<file path="src/rtl/gnd_pkg.sv">
package gnd_pkg;
  typedef enum logic [1:0] {
    MODE_OFF  = 2'b00,
    MODE_B    = 2'b01,
    MODE_A    = 2'b10,
    MODE_DUAL = 2'b11
  } gnd_mode_e;

  localparam int unsigned NUM_CH = 2;
  localparam int unsigned CH_A   = 0;
  localparam int unsigned CH_B   = 1;
endpackage

</file>
<file path="src/rtl/gnd_shift.sv">
module gnd_shift #(
  parameter int unsigned MANT_W  = 11,
  parameter int unsigned EXP_W   = 3,
  parameter int unsigned OUT_W   = 16,
  parameter int unsigned EXP_MAX = 5
) (
  input  logic [MANT_W-1:0] mant_i,
  input  logic [EXP_W-1:0]  exp_i,
  output logic [OUT_W-1:0]  data_o,
  output logic              range_bad_o
);
  localparam int unsigned PAD = OUT_W - MANT_W;

  logic [EXP_W-1:0]        shamt;
  logic signed [OUT_W-1:0] justified;

  always_comb begin
    range_bad_o = exp_i > EXP_W'(EXP_MAX);
    // offset-binary code: shift is distance from the top code
    shamt       = range_bad_o ? '0 : EXP_W'(EXP_MAX) - exp_i;
    justified   = $signed({mant_i, {PAD{1'b0}}});
    data_o      = justified >>> shamt;
  end
endmodule

</file>
<file path="src/rtl/gnd_route.sv">
module gnd_route
  import gnd_pkg::*;
(
  input  logic      valid_i,
  input  gnd_mode_e mode_i,
  input  logic      chan_a_i,
  output logic      accept_o,
  output logic      dual_o,
  output logic      to_a_o,
  output logic      to_b_o
);
  always_comb begin
    dual_o   = mode_i == MODE_DUAL;
    accept_o = valid_i && (mode_i != MODE_OFF);
    unique case (mode_i)
      MODE_DUAL: to_a_o = accept_o && chan_a_i;
      MODE_A:    to_a_o = accept_o;
      default:   to_a_o = 1'b0;
    endcase
    to_b_o = accept_o && !to_a_o;
  end
endmodule

</file>
<file path="src/rtl/gnd_flags.sv">
module gnd_flags (
  input  logic clk_i,
  input  logic rst_ni,
  input  logic accept_i,
  input  logic dual_i,
  input  logic chan_a_i,
  input  logic range_bad_i,
  input  logic clr_i,
  output logic range_err_o,
  output logic seq_err_o
);
  logic have_last_q, last_a_q;
  logic seq_hit, range_hit;

  assign seq_hit   = accept_i && dual_i && have_last_q && (last_a_q == chan_a_i);
  assign range_hit = accept_i && range_bad_i;

  always_ff @(posedge clk_i or negedge rst_ni) begin
    if (!rst_ni) begin
      have_last_q <= 1'b0;
      last_a_q    <= 1'b0;
      range_err_o <= 1'b0;
      seq_err_o   <= 1'b0;
    end else begin
      if (!dual_i) begin
        have_last_q <= 1'b0;
      end else if (accept_i) begin
        have_last_q <= 1'b1;
        last_a_q    <= chan_a_i;
      end
      // new error wins over clear
      range_err_o <= range_hit | (range_err_o & ~clr_i);
      seq_err_o   <= seq_hit   | (seq_err_o   & ~clr_i);
    end
  end
endmodule

</file>
<file path="src/rtl/gnd_norm_demux.sv">
module gnd_norm_demux
  import gnd_pkg::*;
#(
  parameter int unsigned MANT_W  = 11,
  parameter int unsigned EXP_W   = 3,
  parameter int unsigned OUT_W   = 16,
  parameter int unsigned EXP_MAX = 5
) (
  input  logic              clk_i,
  input  logic              rst_ni,
  input  logic [1:0]        mode_i,
  input  logic              in_valid_i,
  input  logic [MANT_W-1:0] mant_i,
  input  logic [EXP_W-1:0]  exp_i,
  input  logic              chan_a_i,
  input  logic              err_clr_i,
  output logic              a_valid_o,
  output logic [OUT_W-1:0]  a_data_o,
  output logic              b_valid_o,
  output logic [OUT_W-1:0]  b_data_o,
  output logic              range_err_o,
  output logic              seq_err_o
);
  logic [OUT_W-1:0] norm_data;
  logic             range_bad, accept, dual;
  logic [NUM_CH-1:0] ch_sel, ch_vld_q;
  logic [OUT_W-1:0]  ch_dat_q [NUM_CH];

  gnd_shift #(
    .MANT_W (MANT_W),
    .EXP_W  (EXP_W),
    .OUT_W  (OUT_W),
    .EXP_MAX(EXP_MAX)
  ) i_shift (
    .mant_i     (mant_i),
    .exp_i      (exp_i),
    .data_o     (norm_data),
    .range_bad_o(range_bad)
  );

  gnd_route i_route (
    .valid_i (in_valid_i),
    .mode_i  (gnd_mode_e'(mode_i)),
    .chan_a_i(chan_a_i),
    .accept_o(accept),
    .dual_o  (dual),
    .to_a_o  (ch_sel[CH_A]),
    .to_b_o  (ch_sel[CH_B])
  );

  gnd_flags i_flags (
    .clk_i      (clk_i),
    .rst_ni     (rst_ni),
    .accept_i   (accept),
    .dual_i     (dual),
    .chan_a_i   (chan_a_i),
    .range_bad_i(range_bad),
    .clr_i      (err_clr_i),
    .range_err_o(range_err_o),
    .seq_err_o  (seq_err_o)
  );

  for (genvar c = 0; c < NUM_CH; c++) begin : g_ch
    always_ff @(posedge clk_i or negedge rst_ni) begin
      if (!rst_ni) begin
        ch_vld_q[c] <= 1'b0;
        ch_dat_q[c] <= '0;
      end else begin
        ch_vld_q[c] <= ch_sel[c];
        if (ch_sel[c]) ch_dat_q[c] <= norm_data;
      end
    end
  end

  assign a_valid_o = ch_vld_q[CH_A];
  assign a_data_o  = ch_dat_q[CH_A];
  assign b_valid_o = ch_vld_q[CH_B];
  assign b_data_o  = ch_dat_q[CH_B];
endmodule

</file>
<file path="config.mk">
export PLATFORM = sky130hd
export DESIGN_NAME = gnd_norm_demux
export DESIGN_NICKNAME = d
export VERILOG_FILES = /design/src/rtl/gnd_pkg.sv /design/src/rtl/gnd_shift.sv /design/src/rtl/gnd_route.sv /design/src/rtl/gnd_flags.sv /design/src/rtl/gnd_norm_demux.sv
export SDC_FILE = /design/constraint.sdc
export NUM_CORES = 1
export LEC_CHECK = 0
export ABC_AREA = 1
export BUFFER_PORTS_ARGS = -buffer_cell sky130_fd_sc_hd__buf_2
export CORE_ASPECT_RATIO = 1.5
export CORE_MARGIN = 2
export CORE_UTILIZATION = 35
export DETAILED_ROUTE_END_ITERATION = 8
export GPL_ROUTABILITY_DRIVEN = 0
export PLACE_DENSITY = 0.54
export SLEW_MARGIN = 40
export SYNTH_ARGS = -nofsm -noshare
export SYNTH_HDL_FRONTEND = slang
export SYNTH_SLANG_ARGS = --single-unit
</file>
<file path="constraint.sdc">
create_clock -name clk_i -period 1 [get_ports clk_i]
set_clock_uncertainty 0.2 [all_clocks]
set_input_delay 0.1 -clock clk_i [delete_from_list [all_inputs] [get_ports clk_i]]
set_output_delay 0.1 -clock clk_i [all_outputs]
set_load 0.03 [all_outputs]
</file>
### After elaboration in Yosys (flattened, before gate mapping)

Cells that the tools add are included.

| cells by class | value |
|---|---|
| $add $sub $neg | 1 |
| $mul | 0 |
| divide/modulo/power cells | 0 |
| magnitude comparators | 1 |
| equality and inequality tests | 4 |
| shift operators | 1 |
| mux-type cells | 4 |
| bitwise gates (word level) | 5 |
| reduce and logical (&&, ||, !) cells | 10 |

Operators by type and width:

| cell | number |
|---|---|
| $sshr A16 B3 Y16 | 1 |
| $logic_and A1 B1 Y1 | 7 |
| $eq A2 B2 Y1 const B | 2 |
| $gt A3 B3 Y1 const B | 1 |
| $mux W3 | 1 |
| $sub A3 B3 Y3 const A | 1 |
| $and A1 B1 Y1 | 2 |
| $mux W1 | 2 |
| $ne A2 B1 Y1 const B | 1 |
| $or A1 B1 Y1 | 2 |
| $pmux W1 S2 | 1 |
| $reduce_and A2 Y1 | 1 |
| $reduce_bool A2 Y1 | 1 |
| $eq A1 B1 Y1 | 1 |
| $logic_not A1 Y1 | 1 |
| $not A1 Y1 | 1 |

| storage, ports and cells | value |
|---|---|
| register bits | 38 |
| bits in latches | 0 |
| memory bits (writable) | 0 |
| memory bits (read-only) | 0 |
| input bits | 21 |
| output and inout port bits | 36 |
| logic and storage cells | 34 |
| memories | 0 |

### Logic depth before layout (Yosys ltp)

Gate-level depths: netlist of the first run.

| logic depth | value |
|---|---|
| depth after elaboration | 6 |
| mapped depth | 10 |

### Cells and area by module

A second synthesis of the first run with hierarchy kept.

| second synthesis, totals | value |
|---|---|
| cells, all modules | 278 |
| area total of the unflattened synthesis | 2063.2 um^2 |

By module, submodules not included:

| module | instances | cells each | area each (um^2) | seq. area each (um^2) |
|---|---|---|---|---|
| gnd_norm_demux | 1 | 138 | 1296.2 | 850.8 |
| gnd_shift | 1 | 108 | 541.8 | 0.0 |
| gnd_flags | 1 | 20 | 172.7 | 100.1 |
| gnd_route | 1 | 12 | 52.6 | 0.0 |

### Least setup slack after synthesis of the first run

No wires, ideal clock.

| timing path | value |
|---|---|
| kind | in2reg |
| start | input chan_a_i |
| end | register ch_dat_q, in the netlist a_data_o[10] |
| library setup time | 118 ps |
| arrival time | 833 ps |
| required time | 682 ps |
| setup slack | -151 ps |
| cell stages on the path | 7 |
| path buffers | 2 |
| path through | inv_1 > a21boi_2 > nand2_1 > buf_2 > buf_6 > nand2_1 > nand2_1 |

| between the ends | value |
|---|---|
| cells in the longest elaborated chain, start to end | 2 |

Ends and longest elaborated chain:

| element | line | RTL |
|---|---|---|
| start: declaration | gnd_norm_demux.sv:15 | `input logic chan_a_i,` |
| $logic_and A1 B1 Y1 | gnd_route.sv:16 | `MODE_DUAL: to_a_o = accept_o && chan_a_i;` |
| $pmux W1 S2 | gnd_route.sv:15 | `unique case (mode_i)` |
| end signal: indexed assignment | gnd_norm_demux.sv:70 | `if (ch_sel[c]) ch_dat_q[c] <= norm_data;` |
| end: declaration | gnd_norm_demux.sv:27 | `logic [OUT_W-1:0] ch_dat_q [NUM_CH];` |

Every way passes these cells.
A chain may end at the register's enable or synchronous reset.

### Worst setup path after layout of the first run

| timing path | value |
|---|---|
| start | register ch_dat_q, in the netlist b_data_o[4] |
| end | output b_data_o[4] |

RTL lines:

| element | line | RTL |
|---|---|---|
| end: declaration | gnd_norm_demux.sv:20 | `output logic [OUT_W-1:0] b_data_o,` |

No word-level cell between the ends.

==> flow_summary.ini, run 1 <==
[outcome]
status = finished, violations left
violations = negative hold slack, negative setup slack

[yosys]
ys_ff_latch = 38
syn_avg_cell_area_um2 = 7.83
netlist.area_leader.share = 0.478
synth.area.top_cells = dfrtp_1, nand2_1, nand3_1, inv_1, buf_6
synth_area_um2 = 1990
synth_area_leader_cell = dfrtp_1
syn-num-nets = 275
synthCells = 254
yosysWarnings = 0
ys_types = 26
ys_seq_area_frac = 0.478

[floorplanning]
die_x_um = 65.6
row_count = 33
initial_core_util = 0.362
num_io_pins = 57
die-height_um = 96.3
core_region_area_um2 = 5490
die_area_um2 = 6320

[timing]
timing.fmax_mhz = 849
min_period_ns = 1.18
fin_crit_sh = 1.18
tns_ns = -4.88
whs_ns = -0.0512
maxSlewViolCount = 0
finalHoldViolCount = 4
grt_setup_unrepaired = yes
worst_pin_slew_ns = 0.237
slew_headroom = 0.842
setup_violations = 39
setup_ws_ns = -0.178

[hold_path]
min_delay_path_depth = 3
hp-class = in -> reg

[cts]
cts_tree = yes
path_clk_slew_ns = 0.08
clkSinkCount = 38
holdBufCountCts = 4
insertion_delay_ns = 0.29
cts-root-buf = clkbuf_8
cts_inserted_buffers = 5
htreeDepth = 2
clk_path_buf_depth = 2

[placement]
port_buffers = 56
dp.cells = 388
hpwl_mm = 3.97

[power]
vdd_drop_max_mv = 0.590
seqPwrFrac = 0.351
power.density_nw_per_um2 = 1700
p_sw_mw = 1.82
p_int_mw = 3.72
p_sw_frac = 0.328
pwr-share-clk = 0.286
combPwrFrac = 0.364
power_leakage_nw = 1.72

[critical_path]
cp_cell_sequence = buf_6
critPathArrivalTime_ns = 0.88
cp_slowest_cell = dfrtp_1
max_stage_delay_ns = 0.43
critPathKind = reg -> out
ff2ff_path_depth = 4
startpoint_type = flip-flop
regToRegSetupSlack_ns = -0.05
crit_fanout = 2
critPathBufInv = 1
worstPathRequired_ns = 0.70
end_kind = output pin
cp_top_family = flip-flops
crit_cells = 1

[cells_and_area]
layout_common_cells = nand2_1, buf_6, dfrtp_1
stdcell_count = 428
final_nets = 378
layout-drive-gt1-share = 0.416
num-fill-cells = 509
multi_input_area_um2 = 971
seq_area_um2 = 951
area_growth_pct = 63.8
num_antenna_cells = 0
final_common_cell = nand2_1

[routing]
drtPass1Iterations = 4
wirelength_mm = 5.71
routedWlPerCell_um = 13.3
viasPerCell = 4.76
vias = 2037
ant_nets = 0
drt_first_iter_violations = 108
drc = 0

[grt]
grt_use_total = 0.190
grt_pass1_wl_mm = 9.02
first_global_vias = 1884
antenna_found_initial = 0
grt_max_degree = 39
overflow = 0

[run]
max-cap-violations = 0
## flip-flops by register name, summed over array words and instances (netlist names)
name / flops
b_data_o: 16
a_data_o: 16
i_flags.have_last_q: 1
i_flags.seq_err_o: 1
b_valid_o: 1
a_valid_o: 1
i_flags.last_a_q: 1
i_flags.range_err_o: 1
## worst paths after layout
| kind | startpoint | to |
|---|---|---|
| max | b_data_o[4]$_DFFE_PN0P_ | b_data_o[4] |
| min | mant_i[10] | b_data_o[14]$_DFFE_PN0P_ |
| max reg2reg | a_data_o[14]$_DFFE_PN0P_ | a_data_o[14]$_DFFE_PN0P_ |
| min reg2reg | b_data_o[7]$_DFFE_PN0P_ | b_data_o[7]$_DFFE_PN0P_ |
| max in group asynchronous | rst_ni | b_data_o[8]$_DFFE_PN0P_ |
| min in group asynchronous | rst_ni | i_flags.range_err_o$_DFF_PN0_ |
## repair_timing
action	4_1_cts	5_1_grt
pin swaps	1	4
buffers inserted	15	12
hold endpoints to repair	45	3
gates cloned	1	1
endpoints found under the setup margin	45	59
gates resized for setup	75	27
## cell families (layout without fill, tap and decap cells)
group | Yosys count | in the layout | synth area share
AOI/OAI and AO/OA | 20 | 20 | 0.0629
buffers and inverters | 33 | 136 | 0.0874
DFF | 38 | 38 | 0.478
and+or+nand+nor | 163 | 164 | 0.372
## metal layers
layer / track usage / vias up / share of wire
met5: 0 / - / 0
met4: 0.0903 / 0 / 0.023
met3: 0.0316 / 9 / 0.046
met2: 0.321 / 73 / 0.53
met1: 0.235 / 936 / 0.40
li1: - / 1019 / -
## power groups by stage
stage	Clock [mW]	Combinational [mW]	Sequential [mW]
2_1_floorplan	0	0.505	2.35
3_3_place_gp	0	1.44	1.92
3_5_place_dp	0	1.44	1.93
4_1_cts	1.61	1.86	1.94
5_1_grt	1.68	2.16	1.96
6_report	1.58	2.01	1.94
## per-stage QoR
step / util / cell area (um2) / worst slack [ns] / power (mW)
after global placement: 0.462 / 2540 / -0.335 / 3.36
after detailed placement: 0.462 / 2540 / -0.347 / 3.36
after CTS: 0.558 / 3070 / -0.189 / 5.42
after floorplan: - / 2080 / -0.138 / 2.86
after global routing: 0.593 / 3260 / -0.210 / 5.80
final: 0.593 / 3260 / -0.178 / 5.53
## cell type report
type | count | area share
repair buffers | 106 | 0.309
multi-input cells | 184 | 0.298
flip-flops and latches | 38 | 0.292
inverters | 22 | 0.0323
well taps | 70 | 0.0269
clock buffers | 5 | 0.0211
clock inverters | 3 | 0.0211
## cells in the mapped netlist
cell	count
a21oi_1	2
nor2_1	4
o22ai_1	1
o21ai_0	3
dfrtp_1	38
o211ai_1	2
buf_4	3
nand3_2	3
and2_1	1
nand3_1	35
nand2_1	105
o21ai_2	2
buf_8	1
nand2_2	5
a21boi_2	1
o21ai_1	6
nand2_4	2
a31oi_1	2
o21a_1	1
nor2_4	2
inv_2	2
nand3b_2	1
buf_2	4
inv_1	20
buf_6	3
nand4_1	5
Power figures use the tool's default switching activity.
==> inputs of run 2 (changes only) <==
--- a/constraint.sdc
+++ b/constraint.sdc
@@ -4,2 +4,2 @@
 set_output_delay 0.1 -clock clk_i [all_outputs]
-set_load 0.03 [all_outputs]
+set_load 0.1 [all_outputs]
==> flow_summary.ini, run 2 (synthesized netlist as in run 1, its figures left out) <==
[placement]
hpwl_mm = 4.34
dp.cells = 397
port_buffers = 56
dpl-instance-area_um2 = 3270
pre_cts_slack_ns = -0.384

[critical_path]
critPathBufInv = 1
crit_cells = 1
timing.rr.end = b_data_o[3]$_DFFE_PN0P_
cp_cell_sequence = buf_12
startpoint_type = flip-flop
worstPathRequired_ns = 0.70
r2r-start = b_data_o[3]$_DFFE_PN0P_
crit_path_end = b_data_o[4]
critPathLaunch = b_data_o[4]$_DFFE_PN0P_
cp_top_family = flip-flops
regToRegSetupSlack_ns = -0.06
critPathKind = reg -> out
max_stage_delay_ns = 0.51
end_kind = output pin
ff2ff_path_depth = 3
cp_slowest_cell = dfrtp_4
critPathArrivalTime_ns = 0.97
crit_fanout = 2

[power]
p_total_mw = 6.77
p_int_mw = 3.70
seqPwrFrac = 0.314
power_leakage_nw = 1.74
combPwrFrac = 0.527
vdd_drop_max_mv = 1.01
p_sw_frac = 0.453
p_sw_mw = 3.07
pwr-share-clk = 0.159
power.density_nw_per_um2 = 1830

[grt]
antenna_found_initial = 0
grt_use_total = 0.198
grt_max_degree = 39
first_global_vias = 2031
grt_pass1_wl_mm = 9.47
overflow = 0

[timing]
whs_ns = -0.0200
setup_violations = 40
min_period_ns = 1.27
fin_crit_sh = 1.27
worst_pin_slew_ns = 0.210
maxSlewViolCount = 0
finalHoldViolCount = 4
slew_headroom = 0.860
timing.fmax_mhz = 787
grt_setup_unrepaired = yes
setup_ws_ns = -0.271

[floorplanning]
num_io_pins = 57
die-height_um = 96.3
initial_core_util = 0.362
die_area_um2 = 6320
row_count = 33
core_region_area_um2 = 5490
die_x_um = 65.6

[routing]
routedWlPerCell_um = 13.9
wirelength_mm = 5.79
drtPass1Iterations = 4
drc = 0
drt_first_iter_violations = 57
vias = 2034
ant_nets = 0
viasPerCell = 4.88

[cts]
cts-root-buf = clkbuf_8
clkSinkCount = 38
htreeDepth = 2
insertion_delay_ns = 0.28
path_clk_slew_ns = 0.08
clk_path_buf_depth = 2
cts_inserted_buffers = 5
cts_tree = yes

[run]
max-cap-violations = 0

[cells_and_area]
final_common_cell = nand2_1
layout_common_cells = nand2_1, buf_12
stdcell_count = 417
design_area_um2 = 3700
area_growth_pct = 85.8
num_antenna_cells = 0
layout-drive-gt1-share = 0.588
final_nets = 367

[outcome]
status = finished, violations left
violations = negative hold slack, negative setup slack

[hold_path]
hp-class = in -> reg
## run 2: per-layer routing
layer,global-route usage,part of all wire,vias to the layer above
li1,-,-,998
met3,0.0327,0.032,12
met4,0.0833,0.023,0
met1,0.240,0.40,974
met2,0.347,0.54,50
met5,0,0,-
## run 2: worst min path at each step
| stage | end | depth (start not counted) | slack, ns | start |
|---|---|---|---|---|
| 2_1_floorplan | a_data_o[10]$_DFFE_PN0P_ | 0 | -0.40 | rst_ni |
| 3_3_place_gp | a_data_o[4]$_DFFE_PN0P_ | 2 | -0.12 | rst_ni |
| 3_5_place_dp | b_data_o[3]$_DFFE_PN0P_ | 2 | -0.12 | rst_ni |
| 4_1_cts | b_data_o[14]$_DFFE_PN0P_ | 3 | -0.05 | mant_i[10] |
| 5_1_grt | b_data_o[14]$_DFFE_PN0P_ | 3 | 0.01 | mant_i[10] |
| 6_report | a_data_o[15]$_DFFE_PN0P_ | 4 | -0.02 | mant_i[10] |
## run 2: power by group through the flow
stage | combinational [mW] | clock, mW | sequential [mW]
after floorplan | 0.531 | 0 | 3.64
after global placement | 3.38 | 0 | 2.15
after detailed placement | 3.39 | 0 | 2.16
after CTS | 3.47 | 1.10 | 2.13
after global routing | 3.72 | 1.15 | 2.16
final | 3.57 | 1.08 | 2.12
## run 2: layout make-up
cell class	count	area, um2
Inverter	22	97.6
Timing Repair Buffer	95	1240
Tap cell	70	87.6
Multi-Input combinational cell	184	1140
Clock buffer	7	86.3
Clock inverter	1	5.00
Fill cell	432	1790
Sequential cell	38	1040
## run 2: tightest hold or removal path: cells and delay by family
family | cells | cell delay [ns]
buf+inv | 2 | 0.24
simple gates | 2 | 0.09
## run 2: metrics by stage
step	util	setup TNS, ns
floorplan	-	-3.38
global placement	0.596	-8.34
detailed placement	0.596	-8.94
CTS	0.634	-8.24
global route	0.673	-8.98
finish	0.673	-8.01
## run 2: repair_timing
item                                    4_1_cts  5_1_grt
endpoints found under the setup margin       49       60
buffers inserted                              7        3
pin swaps                                     4       28
hold buffers                                  3        0
cloned                                        0        1
endpoints found under the hold margin        44        0
resized for setup                            12       54
==> inputs of run 3 (changes only) <==
SETUP_SLACK_MARGIN = 0.3   (was default)
==> flow_summary.ini, run 3 (synthesized netlist as in run 1, its figures left out) <==
[timing]
tns_ns = -10.15
grt_setup_unrepaired = yes
maxSlewViolCount = 0
finalHoldViolCount = 46
fin_crit_sh = 1.28
timing.fmax_mhz = 781
setup_ws_ns = -0.280
min_period_ns = 1.28
slew_headroom = 0.818
whs_ns = -0.446
setup_violations = 53
worst_pin_slew_ns = 0.273

[cells_and_area]
stdcell_count = 428
final_nets = 378
final_common_cell = nand2_1
layout_common_cells = nand2_1, nand2_2, buf_12
area_growth_pct = 107
num_antenna_cells = 0
layout-drive-gt1-share = 0.698

[grt]
grt_use_total = 0.211
first_global_vias = 2179
overflow = 0
antenna_found_initial = 0
grt_max_degree = 39
grt_pass1_wl_mm = 10.1

[power]
pwr-share-clk = 0.210
p_int_mw = 4.50
combPwrFrac = 0.507
p_total_mw = 7.74
p_sw_frac = 0.419
vdd_drop_max_mv = 1.13
p_sw_mw = 3.24
seqPwrFrac = 0.283
power_leakage_nw = 1.88
power.density_nw_per_um2 = 1880

[routing]
drc = 0
drtPass1Iterations = 4
routedWlPerCell_um = 16.2
viasPerCell = 5.16
drt_first_iter_violations = 98
vias = 2208
ant_nets = 0
wirelength_mm = 6.95

[critical_path]
cp_slowest_cell = dfrtp_4
max_stage_delay_ns = 0.50
cp_top_family = flip-flops
startpoint_type = flip-flop
critPathBufInv = 1
cp_cell_sequence = buf_12
end_kind = output pin
critPathArrivalTime_ns = 0.98
worstPathRequired_ns = 0.70
crit_fanout = 2
critPathKind = reg -> out

[placement]
dp.cells = 391
pre_cts_slack_ns = -0.313
port_buffers = 56
hpwl_mm = 4.00

[outcome]
violations = negative hold slack, negative setup slack
status = finished, violations left

[cts]
clk_path_buf_depth = 2
path_clk_slew_ns = 0.08
htreeDepth = 2
cts-root-buf = clkbuf_8
cts_tree = yes
cts_inserted_buffers = 5
insertion_delay_ns = 0.30
clkSinkCount = 38

[run]
max-cap-violations = 0

[floorplanning]
die_x_um = 65.6
die-height_um = 96.3
die_area_um2 = 6320
row_count = 33
initial_core_util = 0.362
core_region_area_um2 = 5490
num_io_pins = 57

[hold_path]
hp-class = in -> async
[run 3: cell type report]
cell class,count,area (um2)
multi-input cells,184,1200
clock buffers,6,82.6
fillers,376,1380
well taps,70,87.6
inverters,22,120
repair buffers,106,1480
clock inverters,2,60.1
flip-flops and latches,38,1090
[run 3: final timing paths]
check | startpoint | endpoint | slack (ns) | cells past startpoint
min | rst_ni | a_data_o[1]$_DFFE_PN0P_ | -0.45 | 2
max in group asynchronous | rst_ni | b_data_o[4]$_DFFE_PN0P_ | 0.83 | 2
min in group clk_i | err_clr_i | i_flags.seq_err_o$_DFF_PN0_ | -0.19 | 2
max reg2reg | i_flags.seq_err_o$_DFF_PN0_ | i_flags.seq_err_o$_DFF_PN0_ | -0.11 | 4
max | b_data_o[1]$_DFFE_PN0P_ | b_data_o[1] | -0.28 | 1
min reg2reg | i_flags.last_a_q$_DFFE_PN0P_ | i_flags.last_a_q$_DFFE_PN0P_ | 0.30 | 1
[run 3: metrics by stage]
step / cell area (um2) / util
5_1_grt: 4110 / 0.749
2_1_floorplan: 2200 / -
3_3_place_gp: 3190 / 0.581
4_1_cts: 3730 / 0.680
3_5_place_dp: 3190 / 0.581
6_report: 4110 / 0.749
[run 3: power by group through the flow]
stage	registers [mW]	logic (mW)	clock network, mW
2_1_floorplan	3.71	0.500	0
3_3_place_gp	2.20	3.32	0
3_5_place_dp	2.20	3.34	0
4_1_cts	2.19	3.56	1.65
5_1_grt	2.22	4.07	1.70
6_report	2.19	3.92	1.62
[run 3: timing repair]
action / CTS / global route
setup buffers: 4 / 19
gates resized for setup: 85 / 60
cloned: 5 / 1
endpoints found under the setup margin: 74 / 74
hold endpoints to repair: 45 / 45
pin swaps: 45 / 35
[run 3: per-layer routing]
metal / track usage / wire length (um) / vias up
li1: - / - / 1019
met1: 0.238 / 2560 / 1070
met5: 0 / 0 / -
met4: 0.108 / 327 / 0
met2: 0.380 / 3750 / 85
met3: 0.0304 / 312 / 34
